**src/rtl/tla_pkg.sv**
```systemverilog
package tla_pkg;
  localparam int NSRC = 5;
  // alert source / enable indices
  localparam int SRC_DRDY = 0;
  localparam int SRC_LOW  = 1;
  localparam int SRC_HIGH = 2;
  localparam int SRC_SLEW = 3;
  localparam int SRC_CRC  = 4;
  // sources that switch to a level in comparator mode
  localparam logic [NSRC-1:0] LEVEL_CAPABLE = 5'b01110;
  // status word positions
  localparam int ST_DRDY  = 0;
  localparam int ST_LFLAG = 1;
  localparam int ST_HFLAG = 2;
  localparam int ST_LSTAT = 3;
  localparam int ST_HSTAT = 4;
  localparam int ST_SFLAG = 5;
  localparam int ST_SLVL  = 6;
  localparam int ST_CRC   = 7;
endpackage

```
**src/rtl/tla_limit_channel.sv**
```systemverilog
module tla_limit_channel #(
  parameter int TW = 14,
  parameter int HW = 8,
  parameter bit IS_HIGH = 1'b1
) (
  input  logic          clk,
  input  logic          rst_n,
  input  logic          conv_valid,
  input  logic          limits_ok,
  input  logic [TW-1:0] temp,
  input  logic [TW-1:0] limit,
  input  logic [HW-1:0] hyst,
  input  logic          rd_clr,
  output logic          stat,
  output logic          flag
);
  localparam int EW  = TW + HW;
  localparam int PAD = EW - HW - 4;

  logic signed [EW-1:0] t_e, l_e, h_e, thr;
  logic beyond, back, eval;

  assign t_e  = {{HW{temp[TW-1]}}, temp};
  assign l_e  = {{HW{limit[TW-1]}}, limit};
  assign h_e  = {{PAD{1'b0}}, hyst, 4'b0000};
  assign eval = conv_valid && limits_ok;

  generate
    if (IS_HIGH) begin : g_high
      assign thr    = l_e - h_e;
      assign beyond = t_e > l_e;
      assign back   = t_e < thr;
    end else begin : g_low
      assign thr    = l_e + h_e;
      assign beyond = t_e < l_e;
      assign back   = t_e > thr;
    end
  endgenerate

  always_ff @(posedge clk) begin
    if (!rst_n) begin
      stat <= 1'b0;
      flag <= 1'b0;
    end else begin
      if (eval && beyond)    stat <= 1'b1;
      else if (eval && back) stat <= 1'b0;
      if (eval && beyond && !stat) flag <= 1'b1;
      else if (rd_clr)             flag <= 1'b0;
    end
  end

  // flag may only rise together with an asserted status level
  assert_flag_needs_status_R4: assert property (@(posedge clk) disable iff (!rst_n)
    $rose(flag) |-> stat);
  // status changes only on an evaluated conversion
  assert_status_only_on_conv_R5: assert property (@(posedge clk) disable iff (!rst_n)
    (!$past(eval) && $past(rst_n)) |-> $stable(stat));
endmodule

```
**src/rtl/tla_event_flags.sv**
```systemverilog
module tla_event_flags (
  input  logic clk,
  input  logic rst_n,
  input  logic conv_valid,
  input  logic status_rd,
  input  logic result_rd,
  input  logic crc_err,
  input  logic slew_event,
  output logic drdy,
  output logic crc_flag,
  output logic slew_flag
);
  always_ff @(posedge clk) begin
    if (!rst_n) begin
      drdy      <= 1'b0;
      crc_flag  <= 1'b0;
      slew_flag <= 1'b0;
    end else begin
      if (conv_valid)                  drdy <= 1'b1;
      else if (status_rd || result_rd) drdy <= 1'b0;
      if (crc_err)        crc_flag <= 1'b1;
      else if (status_rd) crc_flag <= 1'b0;
      if (slew_event)     slew_flag <= 1'b1;
      else if (status_rd) slew_flag <= 1'b0;
    end
  end

  assert_drdy_set_R6: assert property (@(posedge clk) disable iff (!rst_n)
    conv_valid |=> drdy);
  assert_rd_clears_crc_R7: assert property (@(posedge clk) disable iff (!rst_n)
    (status_rd && !crc_err) |=> !crc_flag);
endmodule

```
**src/rtl/tla_alert_drive.sv**
```systemverilog
module tla_alert_drive
  import tla_pkg::*;
(
  input  logic            clk,
  input  logic            rst_n,
  input  logic            comp_mode,
  input  logic [NSRC-1:0] flags,
  input  logic [NSRC-1:0] levels,
  input  logic [NSRC-1:0] enables,
  input  logic            release_ev,
  output logic            alert_n
);
  logic [NSRC-1:0] src;
  logic raw, hold;

  generate
    for (genvar i = 0; i < NSRC; i++) begin : g_src
      if (LEVEL_CAPABLE[i]) begin : g_lvl
        assign src[i] = comp_mode ? levels[i] : flags[i];
      end else begin : g_flg
        assign src[i] = flags[i];
      end
    end
  endgenerate

  assign raw = |(src & enables);

  always_ff @(posedge clk) begin
    if (!rst_n)          hold <= 1'b0;
    else if (release_ev) hold <= 1'b0;
    else                 hold <= hold | raw;
  end

  assign alert_n = !(raw || hold);

  assert_sticky_alert_R11: assert property (@(posedge clk) disable iff (!rst_n)
    ($past(rst_n) && $rose(alert_n)) |-> $past(release_ev));
endmodule

```
**src/rtl/temp_alert_ctrl.sv**
```systemverilog
module temp_alert_ctrl
  import tla_pkg::*;
#(
  parameter int TW = 14,
  parameter int HW = 8,
  parameter int WW = 16
) (
  input  logic            clk,
  input  logic            rst_n,
  input  logic            conv_valid,
  input  logic [TW-1:0]   conv_temp,
  input  logic [WW-1:0]   low_limit_word,
  input  logic [WW-1:0]   high_limit_word,
  input  logic [WW-1:0]   hyst_word,
  input  logic [NSRC-1:0] alert_en,
  input  logic            comp_mode,
  input  logic            status_rd,
  input  logic            result_rd,
  input  logic            crc_err,
  input  logic            slew_event,
  input  logic            slew_level,
  output logic [WW-1:0]   status_word,
  output logic            alert_n
);
  logic [TW-1:0] lo_lim, hi_lim;
  logic limits_ok;
  logic hi_stat, hi_flag, lo_stat, lo_flag;
  logic drdy, crc_flag, slew_flag;
  logic [NSRC-1:0] flags, levels;

  assign lo_lim    = low_limit_word[WW-1:WW-TW];
  assign hi_lim    = high_limit_word[WW-1:WW-TW];
  assign limits_ok = $signed(hi_lim) > $signed(lo_lim);

  tla_limit_channel #(.TW(TW), .HW(HW), .IS_HIGH(1'b1)) u_high (
    .clk(clk), .rst_n(rst_n), .conv_valid(conv_valid), .limits_ok(limits_ok),
    .temp(conv_temp), .limit(hi_lim), .hyst(hyst_word[2*HW-1:HW]),
    .rd_clr(status_rd), .stat(hi_stat), .flag(hi_flag));

  tla_limit_channel #(.TW(TW), .HW(HW), .IS_HIGH(1'b0)) u_low (
    .clk(clk), .rst_n(rst_n), .conv_valid(conv_valid), .limits_ok(limits_ok),
    .temp(conv_temp), .limit(lo_lim), .hyst(hyst_word[HW-1:0]),
    .rd_clr(status_rd), .stat(lo_stat), .flag(lo_flag));

  tla_event_flags u_events (
    .clk(clk), .rst_n(rst_n), .conv_valid(conv_valid), .status_rd(status_rd),
    .result_rd(result_rd), .crc_err(crc_err), .slew_event(slew_event),
    .drdy(drdy), .crc_flag(crc_flag), .slew_flag(slew_flag));

  always_comb begin
    flags = '0;
    flags[SRC_DRDY] = drdy;
    flags[SRC_LOW]  = lo_flag;
    flags[SRC_HIGH] = hi_flag;
    flags[SRC_SLEW] = slew_flag;
    flags[SRC_CRC]  = crc_flag;
    levels = flags;
    levels[SRC_LOW]  = lo_stat;
    levels[SRC_HIGH] = hi_stat;
    levels[SRC_SLEW] = slew_level;
  end

  tla_alert_drive u_alert (
    .clk(clk), .rst_n(rst_n), .comp_mode(comp_mode), .flags(flags),
    .levels(levels), .enables(alert_en), .release_ev(status_rd || conv_valid),
    .alert_n(alert_n));

  always_comb begin
    status_word = '0;
    status_word[ST_DRDY]  = drdy;
    status_word[ST_LFLAG] = lo_flag;
    status_word[ST_HFLAG] = hi_flag;
    status_word[ST_LSTAT] = lo_stat;
    status_word[ST_HSTAT] = hi_stat;
    status_word[ST_SFLAG] = slew_flag;
    status_word[ST_SLVL]  = slew_level;
    status_word[ST_CRC]   = crc_flag;
  end

  assert_limits_gate_R5: assert property (@(posedge clk) disable iff (!rst_n)
    (conv_valid && !limits_ok && !status_rd) |=> ($stable(hi_flag) && $stable(lo_flag)));
endmodule

```
**config.mk**
```make
export PLATFORM = sky130hd
export DESIGN_NAME = temp_alert_ctrl
export DESIGN_NICKNAME = d
export VERILOG_FILES = /design/src/rtl/tla_pkg.sv /design/src/rtl/tla_limit_channel.sv /design/src/rtl/tla_event_flags.sv /design/src/rtl/tla_alert_drive.sv /design/src/rtl/temp_alert_ctrl.sv
export SDC_FILE = /design/constraint.sdc
export NUM_CORES = 1
export LEC_CHECK = 0
export ABC_AREA = 1
export CAP_MARGIN = 20
export CORE_MARGIN = 5
export CORE_UTILIZATION = 51
export DETAILED_ROUTE_END_ITERATION = 7
export PLACE_DENSITY = 0.83
export SYNTH_ARGS = -nofsm -noshare
export SYNTH_HDL_FRONTEND = slang
export SYNTH_SLANG_ARGS = --single-unit
```
**constraint.sdc**
```tcl
create_clock -name clk -period 7.7 [get_ports clk]
set_input_delay 1.925 -clock clk [delete_from_list [all_inputs] [get_ports clk]]
set_output_delay 1.925 -clock clk [all_outputs]
set_load 0.05 [all_outputs]
```
==> summary.md <==
| Metric | Value |
|---|---|
| Number of setup violations in the final report | 0 |
| Final worst path period need | 5.82 ns |
| Yosys top cell area share | 33.2% |
| WP data arrival | 3.90 ns |
| Power per Cell Area | 95.3 nW/µm² |
| GRT Overall Usage | 20.2% |
| Number of CTS-inserted buffers | 3 |
| Vias in the first global route | 2933 |
| Root Driver | clkbuf_8 |
| Final max-slew violation count | 0 |
| Critical path capture point type | primary output |
| Detailed Route WL | 7.45 mm |
| Max Freq | 0.172 GHz |
| Most common cell after layout, fill and taps aside | nand2_1 |
| Cell Area, Synth | 3010 µm² |
| Relative slew slack | 65.6% |
| Crit Path Max Fanout | 4 |
| Max-Cap Viols | 0 |
| Placeable Area | 5820 µm² |
| Initial core utilization | 51.8% |
| Post-synthesis register bit count | 8 |
| Largest net degree at the start of global routing | 9 |
| Critical path startpoint category | primary input |
| Synth cell types | 36 |
| Layout area overhead | 27.9% |
| CTS resizes | 0 |
| I/O Buffers | 80 |
| CTS HTree Levels | 1 |
| Most frequent cells in the layout | nand2_1, inv_1, ha_1, clkdlybuf4s50_1, a21oi_1 |
| Clock sink total | 8 |
| Tightest Pin Transition | 0.514 ns |
| Cell with the most instances on the worst path | clkdlybuf4s50_1 |
| Slowest CP cell | clkdlybuf4s50_1 |
| Drt pass-1 iters | 4 |
| Dpl ws | 1.88 ns |
| Sequential area share after synthesis | 5.31% |
| Largest area contributor in the netlist | ha_1 |
| Primary FF master, synth | dfxtp_1 |
| Final Hold Viols | 0 |
| Number of setup buffers added after CTS | 0 |
| Fraction of layout cells with a size suffix above 1 | 4.65% |
| Clk Latency, worst-skew pair | 0.23 ns |
| Critical path's top delay family | buffers and inverters |
| Largest cells by area after synthesis | ha_1, nand2_1, inv_1 |
| Final worst-path cycle share | 75.6% |
| Clk buf depth | 2 |
| Critical path class | in -> out |
| Data required time of the critical path | 5.78 ns |
| Std cell rows | 28 |
| Async set-or-reset flop fraction in the synthesized netlist | 0% |
| CTS tree | built |
| Die width | 86.9 µm |
| Avg Cell Area, Syn | 6.50 µm² |
| WP buf/inv | 3 |
| DR vias | 3078 |
| Post-DP HPWL | 6.77 mm |
| Synth Warn # | 0 |
| Worst-path clk slew | 0.04 ns |
| Die H | 86.9 µm |
| Worst min path class | reg -> reg |
| Initial antenna violation count | 0 |
| Worst hold slack | 0.491 ns |
| Total power | 0.000368 W |
| Layout fillers | 557 |
| Number of remaining DRC errors | 0 |
| WL/cell | 12.2 µm |
| Max VDD drop | 0.0752 mV |
| Cells along the critical path | clkdlybuf4s50_1 -> inv_2 -> o21ai_0 -> o22ai_1 -> a211oi_1 -> clkdlybuf4s50_1 |
| Post-CTS Hold Buffers | 0 |
| Crit-path max cell delay | 0.87 ns |
| Setup WS post-layout | 1.88 ns |
| Fin nets | 698 |
| Post-synth EDFFs | 0 |
| Leak | 2.09 nW |
| # IOs | 93 |
| Worst Skew | 0.00124 ns |
| Setup TNS | 0 ns |
| Post-synthesis cell count | 464 |
| First-pass GRT wire length | 12.4 mm |
| Placer congestion estimate | 0.918 |
| Post-DRT Antenna Nets | 0 |
| Initial DRC count | 131 |
| Total grt overflow | 0 |
| Status | finished clean |
| Via density | 5.02 |
| Fin util | 66.3% |
| Inserted Diodes | 0 |
| RSZ-0062 raised after global routing | no |
| Die area | 7550 µm² |
## cells in the mapped netlist, types with 6 or more instances
master / count
a21oi_1: 42
buf_4: 16
dfxtp_1: 8
ha_1: 80
inv_1: 83
nand2_1: 108
nand2_2: 6
nand3_1: 18
nor2_1: 26
xnor2_1: 6
xor2_1: 10
## final cells by class
cell class	instances	area (µm²)	area share [%]
Sequential cell	8	160	4.15
Timing Repair Buffer	80	801	20.8
Multi-Input combinational cell	357	2420	62.8
Clock buffer	3	41.3	1.07
Inverter	90	338	8.76
Tap cell	75	93.8	2.43
## layer usage
metal | GRT usage, % | vias up | part of all wire, %
met5 | 0 | - | 0
met4 | 4.25 | 0 | 1.1
met3 | 2.27 | 10 | 5.0
met2 | 36.6 | 69 | 48
met1 | 25.5 | 1351 | 45
li1 | - | 1648 | -
## per-stage QoR
stage / instance area (µm²) / instances
6_report: 3860 / 613
5_1_grt: 3860 / 613
4_1_cts: 3860 / 613
3_5_place_dp: 3810 / 610
3_3_place_gp: 3810 / 610
2_1_floorplan: 3040 / 471
## worst reg2reg max path, stage by stage (launching register included)
cell and delay [ns]:
dfxtp_1 0.32, o21ai_0 0.17, o22ai_1 0.10, a211oi_1 0.29, nor4_1 0.08
## power breakdown
| group | switching (W) | internal [W] | leakage, nW |
|---|---|---|---|
| combinational | 0.000152 | 0.000119 | 2.00 |
| clock | 0.0000161 | 0.0000338 | 0.0216 |
| sequential | 0.00000220 | 0.0000449 | 0.0660 |
## sequential cells by signal, indices dropped and copies added, names as in the netlist
signal              cells
u_low.stat              1
u_high.stat             1
u_alert.hold            1
u_events.crc_flag       1
u_events.slew_flag      1
u_low.flag              1
u_events.drdy           1
u_high.flag             1
## path summary, 6_finish.rpt
kind | cells after the start | slack [ns] | from | endpoint
worst max register to register | 4 | 6.63 | u_low.stat | u_alert.hold
worst max-delay path | 6 | 1.88 | comp_mode | alert_n
worst min-delay path | 2 | 0.49 | u_low.flag | u_low.flag
worst min register to register | 2 | 0.49 | u_low.flag | u_low.flag
## cells by family (layout without fill, tap and decap cells)
group | Yosys count | count (layout) | share of synthesized area, %
AOI/OAI and AO/OA | 70 | 70 | 13.2
xor gates and xnor gates | 16 | 16 | 4.65
adders and majority gates | 82 | 82 | 34.5
buffers and inverters | 106 | 173 | 15.2
DFF | 8 | 8 | 5.31
other | 1 | 8 | 0.124
and+or+nand+nor | 181 | 181 | 27.0
Power figures use the tool's default switching activity.
